==> config.mk <==
export PLATFORM = sky130hd
export DESIGN_NAME = coh_ctrl_regs
export DESIGN_NICKNAME = d
export VERILOG_FILES = /design/src/rtl/coh_ctrl_pkg.sv /design/src/rtl/coh_ctrl_decode.sv /design/src/rtl/coh_ctrl_pwr.sv /design/src/rtl/coh_ctrl_rdmux.sv /design/src/rtl/coh_ctrl_regs.sv
export SDC_FILE = /design/constraint.sdc
export NUM_CORES = 1
export LEC_CHECK = 0
export ABC_AREA = 1
export BUFFER_PORTS_ARGS = -buffer_cell sky130_fd_sc_hd__buf_2
export CAP_MARGIN = 25
export CORE_MARGIN = 3
export CORE_UTILIZATION = 52
export CTS_BUF_LIST = sky130_fd_sc_hd__clkbuf_8
export DETAILED_ROUTE_END_ITERATION = 7
export GPL_ROUTABILITY_DRIVEN = 0
export PLACE_DENSITY_LB_ADDON = 0.3
export SLEW_MARGIN = 20
export SYNTH_ARGS = -nofsm -noshare
export SYNTH_HDL_FRONTEND = slang
export SYNTH_HIERARCHICAL = 1
export SYNTH_SLANG_ARGS = --single-unit
==> constraint.sdc <==
create_clock -name clk -period 2.45 [get_ports clk]
set_input_delay 0.1225 -clock clk [delete_from_list [all_inputs] [get_ports clk]]
set_output_delay 0.1225 -clock clk [all_outputs]
set_load 0.03 [all_outputs]
==> src/rtl/coh_ctrl_pkg.sv <==
// Shared definitions for the coherency register bank: region codes and the
// access-size decoding. Assumes bus_size carries a byte count.
package coh_ctrl_pkg;

    localparam int ADDR_W = 8;
    localparam int DATA_W = 32;
    localparam int SIZE_W = 3;

    typedef enum logic [1:0] {
        RGN_NONE = 2'd0,
        RGN_CTRL = 2'd1,
        RGN_CFG  = 2'd2,
        RGN_PWR  = 2'd3
    } region_e;

    // Data mask for an access size; zero mask means the size is not legal.
    function automatic logic [DATA_W-1:0] size_mask(input logic [SIZE_W-1:0] sz);
        case (sz)
            3'd1:    return 32'h0000_00FF;
            3'd2:    return 32'h0000_FFFF;
            3'd4:    return 32'hFFFF_FFFF;
            default: return 32'h0000_0000;
        endcase
    endfunction

endpackage

==> src/rtl/coh_ctrl_decode.sv <==
// Address decoder: classifies an 8-bit offset into a register region and
// extracts the byte lane for the power word. Purely combinational.
module coh_ctrl_decode
    import coh_ctrl_pkg::*;
(
    input  logic [ADDR_W-1:0] addr,
    output region_e           region,
    output logic [1:0]        lane
);

    localparam logic [ADDR_W-1:0] OFF_CTRL = 8'h00;
    localparam logic [ADDR_W-1:0] OFF_CFG  = 8'h04;
    localparam logic [ADDR_W-3:0] PWR_BASE = 6'h02;

    // Region select: exact match for the single registers, word match for the power lanes.
    always_comb begin
        lane = addr[1:0];
        if (addr == OFF_CTRL)
            region = RGN_CTRL;
        else if (addr == OFF_CFG)
            region = RGN_CFG;
        else if (addr[ADDR_W-1:2] == PWR_BASE)
            region = RGN_PWR;
        else
            region = RGN_NONE;
    end

endmodule

==> src/rtl/coh_ctrl_pwr.sv <==
// Power status word: 32 bits with a masked, lane-shifted merge on write.
// Assumes wr_en already includes the size-legality check. The word has no
// reset on purpose; it keeps its value through a reset.
module coh_ctrl_pwr
    import coh_ctrl_pkg::*;
(
    input  logic              clk,
    input  logic              rst_n,
    input  logic              wr_en,
    input  logic [1:0]        lane,
    input  logic [SIZE_W-1:0] size,
    input  logic [DATA_W-1:0] wdata,
    output logic [DATA_W-1:0] word
);

    logic [DATA_W-1:0] base_mask;
    logic [DATA_W-1:0] lane_mask;
    logic [DATA_W-1:0] lane_data;
    logic [4:0]        shamt;

    // Build the shifted mask and the shifted, trimmed data.
    always_comb begin
        shamt     = {lane, 3'b000};
        base_mask = size_mask(size);
        lane_mask = base_mask << shamt;
        lane_data = (wdata & base_mask) << shamt;
    end

    // Merge the selected lanes into the stored word.
    always_ff @(posedge clk) begin
        if (wr_en)
            word <= (word & ~lane_mask) | lane_data;
    end


    lane_keep_chk: assert property (@(posedge clk) disable iff (!rst_n)
        wr_en |=> ((word ^ $past(word)) & ~$past(lane_mask)) == '0);


    pwr_idle_chk: assert property (@(posedge clk) disable iff (!rst_n)
        !wr_en |=> $stable(word));

endmodule

==> src/rtl/coh_ctrl_rdmux.sv <==
// Registered read path: picks the addressed value on a read strobe and holds
// it otherwise. Assumes the region and lane come from the decoder.
module coh_ctrl_rdmux
    import coh_ctrl_pkg::*;
#(
    parameter int NCORES = 2
) (
    input  logic              clk,
    input  logic              rst_n,
    input  logic              rd,
    input  region_e           region,
    input  logic [1:0]        lane,
    input  logic              ctrl,
    input  logic [DATA_W-1:0] pwr_word,
    output logic [DATA_W-1:0] rdata
);

    localparam logic [DATA_W-1:0] CORE_MASK = (DATA_W'(1) << NCORES) - DATA_W'(1);
    localparam logic [DATA_W-1:0] CFG_VAL   = (CORE_MASK << 4) | DATA_W'(NCORES - 1);

    logic [DATA_W-1:0] sel;

    // Select the value for the addressed region.
    always_comb begin
        case (region)
            RGN_CTRL: sel = {{(DATA_W-1){1'b0}}, ctrl};
            RGN_CFG:  sel = CFG_VAL;
            RGN_PWR:  sel = pwr_word >> {lane, 3'b000};
            default:  sel = '0;
        endcase
    end

    // Capture on a read strobe, clear on reset.
    always_ff @(posedge clk) begin
        if (!rst_n)
            rdata <= '0;
        else if (rd)
            rdata <= sel;
    end


    cfg_value_chk: assert property (@(posedge clk) disable iff (!rst_n)
        (rd && region == RGN_CFG) |=> rdata == CFG_VAL);


    hole_zero_chk: assert property (@(posedge clk) disable iff (!rst_n)
        (rd && region == RGN_NONE) |=> rdata == '0);


    rdata_hold_chk: assert property (@(posedge clk) disable iff (!rst_n)
        !rd |=> $stable(rdata));

endmodule

==> src/rtl/coh_ctrl_regs.sv <==
// Top of the coherency register bank. Decodes the offset, keeps the enable
// bit, and connects the power word and the read path. Assumes single-cycle
// strobes and NCORES between 1 and 4.
module coh_ctrl_regs
    import coh_ctrl_pkg::*;
#(
    parameter int NCORES = 2
) (
    input  logic              clk,
    input  logic              rst_n,
    input  logic              bus_rd,
    input  logic              bus_wr,
    input  logic [ADDR_W-1:0] bus_addr,
    input  logic [SIZE_W-1:0] bus_size,
    input  logic [DATA_W-1:0] bus_wdata,
    output logic [DATA_W-1:0] bus_rdata
);

    region_e           region;
    logic [1:0]        lane;
    logic              size_ok;
    logic              ctrl_we;
    logic              pwr_we;
    logic              ctrl_q;
    logic [DATA_W-1:0] pwr_word;

    coh_ctrl_decode i_decode (
        .addr   (bus_addr),
        .region (region),
        .lane   (lane)
    );

    // Qualify writes with a legal access size.
    always_comb begin
        size_ok = (size_mask(bus_size) != '0);
        ctrl_we = bus_wr && size_ok && (region == RGN_CTRL);
        pwr_we  = bus_wr && size_ok && (region == RGN_PWR);
    end

    // Enable bit: bit 0 only, cleared by reset.
    always_ff @(posedge clk) begin
        if (!rst_n)
            ctrl_q <= 1'b0;
        else if (ctrl_we)
            ctrl_q <= bus_wdata[0];
    end

    coh_ctrl_pwr i_pwr (
        .clk   (clk),
        .rst_n (rst_n),
        .wr_en (pwr_we),
        .lane  (lane),
        .size  (bus_size),
        .wdata (bus_wdata),
        .word  (pwr_word)
    );

    coh_ctrl_rdmux #(.NCORES(NCORES)) i_rdmux (
        .clk      (clk),
        .rst_n    (rst_n),
        .rd       (bus_rd),
        .region   (region),
        .lane     (lane),
        .ctrl     (ctrl_q),
        .pwr_word (pwr_word),
        .rdata    (bus_rdata)
    );


    ctrl_store_chk: assert property (@(posedge clk) disable iff (!rst_n)
        (bus_wr && bus_addr == 8'h00 && (bus_size == 3'd1 || bus_size == 3'd2 || bus_size == 3'd4))
        |=> ctrl_q == $past(bus_wdata[0]));


    bad_size_chk: assert property (@(posedge clk) disable iff (!rst_n)
        (bus_wr && !(bus_size == 3'd1 || bus_size == 3'd2 || bus_size == 3'd4)) |=> $stable(ctrl_q));

endmodule

==> tab_implementation.tex, run 1 <==
\begin{tabular}{lr}
\hline
Metric & Value \\
\hline
\multicolumn{2}{l}{\textbf{Cells and area}} \\
\quad FF+latch area & 1620 um2 \\
\quad Multi-input gate area in the final layout & $\sim$1900 um2 \\
\quad Final design utilization & 64.1\% \\
\quad Antenna diodes & 0 \\
\quad Most common library cell in the layout ignoring fill and taps & sky130\_fd\_sc\_hd\_\_nand2\_1 \\
\quad Most frequent cells in the layout & sky130\_fd\_sc\_hd\_\_nand2\_1 (227), sky130\_fd\_sc\_hd\_\_buf\_2 (78), sky130\_fd\_sc\_hd\_\_nand3\_1 (75) \\
\quad Fraction of final layout cells sized beyond drive strength 1 & 19.6\% \\
\quad Count of fill cells added during filler insertion & 644 \\
\quad Net count of the finished layout & 671 \\
\quad Layout Area Growth over Synthesis & 16.1\% \\
\multicolumn{2}{l}{\textbf{Synthesis}} \\
\quad Post-synthesis sequential area ratio & a little over two fifths \\
\quad Net count of the mapped netlist & 607 \\
\quad Synth warn & 6 \\
\quad Count of different cell masters after synthesis & 27 \\
\quad Syn Area/Cell & 6.88 um2 \\
\quad Cells after synthesis & 560 \\
\quad Syn Std Cell Area & 3850 um2 \\
\quad Yosys reg bits & between 60 and 70 \\
\multicolumn{2}{l}{\textbf{Timing}} \\
\quad Fmax & 602 MHz \\
\quad Post-route worst setup slack & about 0.79 ns \\
\quad Layout Skew & 0.0103 ns \\
\quad Final Critical Period & 1.66 ns \\
\quad Final number of setup-violating endpoints & 0 \\
\quad Share of the cycle needed by the critical path after routing & around 68\% \\
\quad Unrepaired setup endpoints after global routing & no \\
\quad Transition at the pin with the smallest max-transition slack & 0.583 ns \\
\quad Count of final hold-check violations & 0 \\
\quad Worst max-slew margin expressed relative to the limit & 61.1\% \\
\quad Max-slew violation total from the final report & 0 \\
\quad Post-route setup TNS & 0 ns \\
\quad Hold WS & 0.0234 ns \\
\multicolumn{2}{l}{\textbf{Worst setup path}} \\
\quad Class of the most critical setup path & input port to flip-flop \\
\quad Kind of end point of the critical path & flip-flop \\
\quad Critical Path Most Common Cell & sky130\_fd\_sc\_hd\_\_nand2\_1 \\
\quad Length in cells of the worst reg-to-reg path & 6 \\
\quad Chain of cells forming the critical path & buf\_2 > buf\_4 > nand2\_1 > nand2\_1 > nand2\_1 > nand3\_1 > nand3\_1 \\
\quad Signal arrival time at the worst endpoint & 1.74 ns \\
\quad Type of element launching the critical path & input port \\
\quad Required time of the critical path & 2.53 ns \\
\quad Crit path largest cell delay & between 0.4 and 0.5 ns \\
\quad Slack of the worst reg-to-reg path & 1.40 ns \\
\quad Reg-to-reg critical path startpoint & i\_pwr/word[24] \\
\quad Maximum fanout along the worst path & 32 \\
\quad Slowest cell on crit path & sky130\_fd\_sc\_hd\_\_buf\_2 \\
\quad R2r endpoint & i\_rdmux/rdata[0] \\
\multicolumn{2}{l}{\textbf{Floorplan}} \\
\quad Core footprint & 6980 um2 \\
\quad Die H & 92.1 um \\
\quad Effective utilization at floorplan & between 50 and 60\% \\
\quad Die Width & around 92 um \\
\quad Area of the die & 8480 um2 \\
\quad Rows & 30 \\
\quad Total I/O pin count & 79 \\
\multicolumn{2}{l}{\textbf{Run status}} \\
\quad Run status & finished, final reports clean \\
\multicolumn{2}{l}{\textbf{Clock tree}} \\
\quad Clock slew seen by the registers of the worst setup and hold paths & about 0.070 ns \\
\quad Number of buffers created by CTS & 9 \\
\quad Cell chosen for the clock root & sky130\_fd\_sc\_hd\_\_clkbuf\_8 \\
\quad Resized Gates After CTS & 0 \\
\quad Setup bufs post-CTS & 0 \\
\quad Clock network latency to the later pin of the worst-skew pair & 0.34 ns \\
\quad Post-CTS Hold Buffers & 0 \\
\quad Max Buffers Root-to-Sink & 2 \\
\quad Clock net sink count & 65 \\
\quad CTS tree & done \\
\quad Max H-tree Level & 3 \\
\multicolumn{2}{l}{\textbf{Drt}} \\
\quad Overall routed net length & 9990 um \\
\quad Initial DRC count & $\sim$250 \\
\quad Average via count per standard cell & 5.32 \\
\quad Antenna Violating Nets Remaining & 0 \\
\quad Count of vias placed by the detailed router & 3,854 \\
\quad Iteration count of the initial detailed-routing pass & 5 \\
\quad DR DRC count & 0 \\
\quad Final routed wire length divided by cell count & 13.8 um \\
\multicolumn{2}{l}{\textbf{GRT}} \\
\quad Number of global-route vias before repair & around 3,600 \\
\quad All-layer global routing usage & 24.4\% \\
\quad Initial antenna violation count & 0 \\
\quad Maximum number of pins on one net before global-route repair & 40 \\
\quad Final global-route overflow total & 0 \\
\quad First-pass GRT wire length & around 17,000 um \\
\multicolumn{2}{l}{\textbf{Worst hold path}} \\
\quad Worst Hold Path Cells & 2 \\
\quad Worst hold start & bus\_rd \\
\quad Worst hold path type & input port to flip-flop \\
\quad Endpoint of the worst hold path & i\_rdmux/rdata[0] \\
\multicolumn{2}{l}{\textbf{Power and ir drop}} \\
\quad Power per unit of standard cell area & 549 nW/um2 \\
\quad Leakage power & 0.00216 uW \\
\quad Peak supply drop & 0.000280 V \\
\multicolumn{2}{l}{\textbf{Placed design}} \\
\quad Post-Place Setup Slack & 0.466 ns \\
\quad Port bufs & approximately 80 \\
\quad Hpwl dp & a little over 7000 um \\
\multicolumn{2}{l}{\textbf{Job}} \\
\quad Max-capacitance violation count & 0 \\
\hline
\end{tabular}
-- how the worst max path moves through the flow --
stage,start,endpoint,slack [ns],depth (start not counted)
after detailed placement,bus_addr[0],i_rdmux/rdata[27],0.47,8
final,bus_addr[0],i_pwr/word[21],0.79,7
after floorplan,bus_addr[5],i_pwr/word[0],0.06,5
after global routing,bus_addr[0],i_rdmux/rdata[21],0.48,8
after global placement,bus_addr[0],i_pwr/word[22],0.58,7
after CTS,bus_addr[0],i_rdmux/rdata[28],0.83,8
-- Yosys cell counts --
| cell | number | area, um2 |
|---|---|---|
| sky130_fd_sc_hd__nand2_1 | 227 | 852 |
| sky130_fd_sc_hd__nand3_1 | 75 | 375 |
| sky130_fd_sc_hd__inv_1 | 49 | 184 |
| sky130_fd_sc_hd__dfxtp_1 | 33 | 661 |
| sky130_fd_sc_hd__edfxtp_1 | 32 | 961 |
| sky130_fd_sc_hd__a21oi_1 | 28 | 140 |
| sky130_fd_sc_hd__o21ai_0 | 17 | 85.1 |
| sky130_fd_sc_hd__nor2_1 | 15 | 56.3 |
| sky130_fd_sc_hd__clkbuf_1 | 11 | 41.3 |
| sky130_fd_sc_hd__o21ai_1 | 11 | 55.1 |
| sky130_fd_sc_hd__buf_2 | 10 | 50.1 |
| sky130_fd_sc_hd__nand4_1 | 10 | 62.6 |
| sky130_fd_sc_hd__o211ai_1 | 8 | 60.1 |
| sky130_fd_sc_hd__buf_4 | 6 | 45.0 |
| sky130_fd_sc_hd__inv_2 | 5 | 18.8 |
| sky130_fd_sc_hd__a21oi_2 | 4 | 35.0 |
| sky130_fd_sc_hd__nand3_2 | 4 | 40.0 |
| sky130_fd_sc_hd__nor2_2 | 4 | 25.0 |
| sky130_fd_sc_hd__nand3_4 | 2 | 35.0 |
| sky130_fd_sc_hd__or2_2 | 2 | 12.5 |
| sky130_fd_sc_hd__a21o_1 | 1 | 7.51 |
| sky130_fd_sc_hd__buf_1 | 1 | 3.75 |
| sky130_fd_sc_hd__buf_6 | 1 | 11.3 |
| sky130_fd_sc_hd__clkbuf_2 | 1 | 5.00 |
| sky130_fd_sc_hd__nand2_2 | 1 | 6.26 |
| sky130_fd_sc_hd__nand3b_1 | 1 | 7.51 |
| sky130_fd_sc_hd__nor3_4 | 1 | 16.3 |
-- worst max-delay path: cells and delay by family --
kind                   cells  cell delay (ns)
buffers and inverters      2             0.82
AND/OR/NAND/NOR            5             0.79
-- report_power, final --
group / internal, uW / switching, uW
clock network: 605 / 424
logic: 90.0 / 196
registers: 1140 / 1.21
total: 1840 / 621
-- layer usage --
metal	vias up	share of wire (%)	global-route usage [%]
met5	-	0	0
met4	0	1.7	10.5
met3	22	7.3	5.91
met2	159	45	36.4
met1	1721	46	33.6
li1	1952	-	-
-- registers in the layout, summed over array words and instances, names as in the netlist --
name           cells
ctrl_q             1
i_pwr/word        32
i_rdmux/rdata     32
-- metrics by stage --
stage / total power [uW] / std cells / area, um2
CTS: 2470 / 725 / 4470
detailed placement: 1450 / 709 / 4250
floorplan: 1360 / 560 / 3850
finish: 2460 / 725 / 4470
global placement: 1440 / 709 / 4250
global route: 2570 / 725 / 4470
-- cells by family after synthesis --
logic type / after synthesis / share of synthesized area [%]
and+or+nand+nor: 342 / 38.6
buffers and inverters: 84 / 9.32
AOI/OAI and AO/OA: 69 / 9.94
DFF: 65 / 42.1
-- cell type report --
type | instances | area share [%]
multi-input cells | 411 | 41.9
flip-flops and latches | 65 | 36.3
repair buffers | 83 | 9.57
inverters | 54 | 4.53
clock buffers | 10 | 3.08
well taps | 96 | 2.69
clock inverters | 6 | 1.99
(Power assumes the default switching activity.)
==> run 2, diff against run 1 <==
==> constraint.sdc (replaced) <==
create_clock -name clk -period 1.5 [get_ports clk]
set_input_delay 0.075 -clock clk [delete_from_list [all_inputs] [get_ports clk]]
set_output_delay 0.075 -clock clk [all_outputs]
set_load 0.03 [all_outputs]
==> run 2 against run 1 <==
Effect of this change: clock skew shrank 0.0016 ns; count of clock-buffer cells in the layout fell by 1; sequential share of layout area down 1.8 points; non-clock buffer count up 17; first-iteration DRC count up 18%; cell count rose by 2.3%; worst hold slack better by 0.0099 ns; largest power group is now the clock network; global-route usage fell by 0.38 points; wire length increased by 0.46%; register-to-register slack worse by 0.94 ns.
==> tab_implementation.tex, run 2 (synthesis gave the netlist of run 1 again) <==
\begin{tabular}{lr}
\hline
Metric & Value \\
\hline
\multicolumn{2}{l}{\textbf{GRT}} \\
\quad Initial antenna violation count & 0 (unchanged) \\
\quad First-pass GRT wire length & 16,400 um (-1.5\%) \\
\quad All-layer global routing usage & 24.0\% (-0.38 points) \\
\quad Final global-route overflow total & 0 (unchanged) \\
\quad Maximum number of pins on one net before global-route repair & 58 (+45\%) \\
\quad Number of global-route vias before repair & 3,515 (-1.1\%) \\
\multicolumn{2}{l}{\textbf{Cells and area}} \\
\quad Fraction of final layout cells sized beyond drive strength 1 & 21.4\% (+1.8 points) \\
\quad Count of placed standard cells in the final layout, fillers left out & 742 (+2.3\%) \\
\quad FF+latch area & 1620 um2 (unchanged) \\
\quad Largest regs & i\_pwr/word: 32 flops, i\_rdmux/rdata: 32 flops, ctrl\_q: 1 flops \\
\quad Multi-input gate area in the final layout & 1880 um2 (+0.27\%) \\
\quad Most frequent cells in the layout & sky130\_fd\_sc\_hd\_\_nand2\_1 (227), sky130\_fd\_sc\_hd\_\_buf\_2 (78), sky130\_fd\_sc\_hd\_\_nand3\_1 (75) \\
\quad Layout Area Growth over Synthesis & 22.0\% \\
\quad Count of fill cells added during filler insertion & 606 (-5.9\%) \\
\quad Net count of the finished layout & 688 (+2.5\%) \\
\quad Most common library cell in the layout ignoring fill and taps & sky130\_fd\_sc\_hd\_\_nand2\_1 \\
\quad Antenna diodes & 0 (unchanged) \\
\multicolumn{2}{l}{\textbf{Timing}} \\
\quad Final Critical Period & 1.17 ns \\
\quad Unrepaired setup endpoints after global routing & no \\
\quad Post-route setup TNS & 0 ns (unchanged) \\
\quad Final number of setup-violating endpoints & 0 (unchanged) \\
\quad Transition at the pin with the smallest max-transition slack & 0.356 ns (-0.227 ns) \\
\quad Worst max-slew margin expressed relative to the limit & 76.3\% (+15 points) \\
\quad Layout Skew & 0.00865 ns (-0.00163 ns) \\
\quad Count of final hold-check violations & 0 (unchanged) \\
\quad Share of the cycle needed by the critical path after routing & between 70\% and 80\% \\
\quad Max-slew violation total from the final report & 0 (unchanged) \\
\quad Fmax & 851 MHz \\
\multicolumn{2}{l}{\textbf{Clock tree}} \\
\quad Max H-tree Level & 3 (unchanged) \\
\quad Cell chosen for the clock root & sky130\_fd\_sc\_hd\_\_clkbuf\_8 \\
\quad Number of buffers created by CTS & 9 (unchanged) \\
\quad Resized Gates After CTS & 0 (unchanged) \\
\quad CTS tree & done \\
\quad Clock slew seen by the registers of the worst setup and hold paths & 0.07 ns (about the same) \\
\quad Setup bufs post-CTS & 0 (unchanged) \\
\quad Clock network latency to the later pin of the worst-skew pair & 0.35 ns (about the same) \\
\quad Max Buffers Root-to-Sink & 2 (unchanged) \\
\quad Clock net sink count & 65 (unchanged) \\
\multicolumn{2}{l}{\textbf{Power and ir drop}} \\
\quad Part of the total power dissipated in the clock network & 45.5\% (+3.6 points) \\
\quad Peak supply drop & 0.000515 V (+84\%) \\
\quad Power per unit of standard cell area & 924 nW/um2 (+68\%) \\
\quad Relative contribution of combinational cells to total power & 11.6\% (about the same) \\
\quad Register share of total power & 42.9\% (-3.6 points) \\
\quad Sw Share & 23.7\% (-1.6 points) \\
\quad Internal portion of total power & 3310 uW (+81\%) \\
\quad Total net switching power & 1030 uW (+66\%) \\
\quad Leakage power & 0.00227 uW (+5.1\%) \\
\multicolumn{2}{l}{\textbf{Floorplan}} \\
\quad Die Width & 92.1 um (unchanged) \\
\quad Total I/O pin count & 79 (unchanged) \\
\quad Area of the die & 8480 um2 (unchanged) \\
\quad Rows & 30 (unchanged) \\
\quad Die H & 92.1 um (unchanged) \\
\quad Core footprint & 6980 um2 (unchanged) \\
\quad Effective utilization at floorplan & 55.2\% (unchanged) \\
\multicolumn{2}{l}{\textbf{Worst setup path}} \\
\quad Required time of the critical path & 1.77 ns (-0.76 ns) \\
\quad Class of the most critical setup path & input port to flip-flop \\
\quad Kind of end point of the critical path & flip-flop \\
\quad Maximum fanout along the worst path & 29 (-9.4\%) \\
\quad Signal arrival time at the worst endpoint & 1.45 ns (-0.29 ns) \\
\quad Type of element launching the critical path & input port \\
\multicolumn{2}{l}{\textbf{Worst hold path}} \\
\quad Worst hold path type & input port to flip-flop \\
\multicolumn{2}{l}{\textbf{Drt}} \\
\quad Iteration count of the initial detailed-routing pass & 6 (+1) \\
\quad Initial DRC count & 291 (+18\%) \\
\quad Average via count per standard cell & 5.34 (+0.50\%) \\
\quad DR DRC count & 0 (unchanged) \\
\quad Antenna Violating Nets Remaining & 0 (unchanged) \\
\quad Overall routed net length & 10,000 um (+0.46\%) \\
\quad Count of vias placed by the detailed router & 3,964 (+2.9\%) \\
\quad Final routed wire length divided by cell count & 13.5 um (-1.8\%) \\
\multicolumn{2}{l}{\textbf{Run status}} \\
\quad Run status & finished, final reports clean \\
\multicolumn{2}{l}{\textbf{Job}} \\
\quad Max-capacitance violation count & 0 (unchanged) \\
\multicolumn{2}{l}{\textbf{Placed design}} \\
\quad Hpwl dp & 7370 um (+1.2\%) \\
\quad Port bufs & 78 (unchanged) \\
\quad Count of placed standard cells including taps & 724 (+2.1\%) \\
\hline
\end{tabular}
run 2: power by group through the flow:
| stage | Combinational (uW) | Sequential (uW) | Clock (uW) |
|---|---|---|---|
| after floorplan | 312 | 1910 | 0 |
| after global placement | 478 | 1910 | 0 |
| after detailed placement | 491 | 1910 | 0 |
| after CTS | 500 | 1870 | 2000 |
| after global routing | 566 | 1870 | 2090 |
| final | 503 | 1870 | 1980 |
run 2: per-stage QoR:
step / area, um2 / hold slack, ns / total power [uW] / setup slack (ns) / util [%]
final: 4700 / 0.0333 / 4350 / 0.325 / 67.3
after global routing: 4700 / 0.0591 / 4520 / 0.248 / 67.3
after CTS: 4700 / 0.0161 / 4360 / 0.338 / 67.3
after detailed placement: 4410 / 0.341 / 2400 / 0.0467 / 63.2
after global placement: 4410 / 0.329 / 2380 / 0.115 / 63.2
after floorplan: 3860 / 0.168 / 2230 / 0.00618 / -
run 2: what timing repair did:
action | in CTS | in global routing
hold endpoints to repair | 2 | 0
setup endpoints to repair | 0 | 0
hold buffers | 2 | 0
run 2: final timing paths:
check                                  startpoint                end  slack [ns]  depth (start not counted)
worst max-delay path                       bus_rd  i_rdmux/rdata[29]        0.33                          6
worst min-delay path                 bus_wdata[0]             ctrl_q        0.03                          3
worst max register to register     i_pwr/word[24]   i_rdmux/rdata[0]        0.46                          6
worst min register to register  i_rdmux/rdata[30]  i_rdmux/rdata[30]        0.46                          2
run 2: cell type report:
cell class	count	share of cell area [%]
clock buffer	9	2.64
clock inverter	7	3.03
inverter	54	4.31
multi-input combinational	411	40.0
sequential	65	34.5
tap	96	2.56
timing repair buffer	100	13.0
run 2: metal layers:
layer	GRT usage [%]	vias to the layer above	share of wire [%]
met4	10.1	0	2.2
met5	0	-	0
met1	32.4	1767	43
met2	37.5	194	47
li1	-	1980	-
met3	4.76	23	8.0
run 2: worst max-delay path, stage by stage:
cell	delay, ns
sky130_fd_sc_hd__dlygate4sd3_1	0.53
sky130_fd_sc_hd__buf_2	0.15
sky130_fd_sc_hd__inv_2	0.11
sky130_fd_sc_hd__buf_4	0.30
sky130_fd_sc_hd__nand2_1	0.10
sky130_fd_sc_hd__a21oi_1	0.17
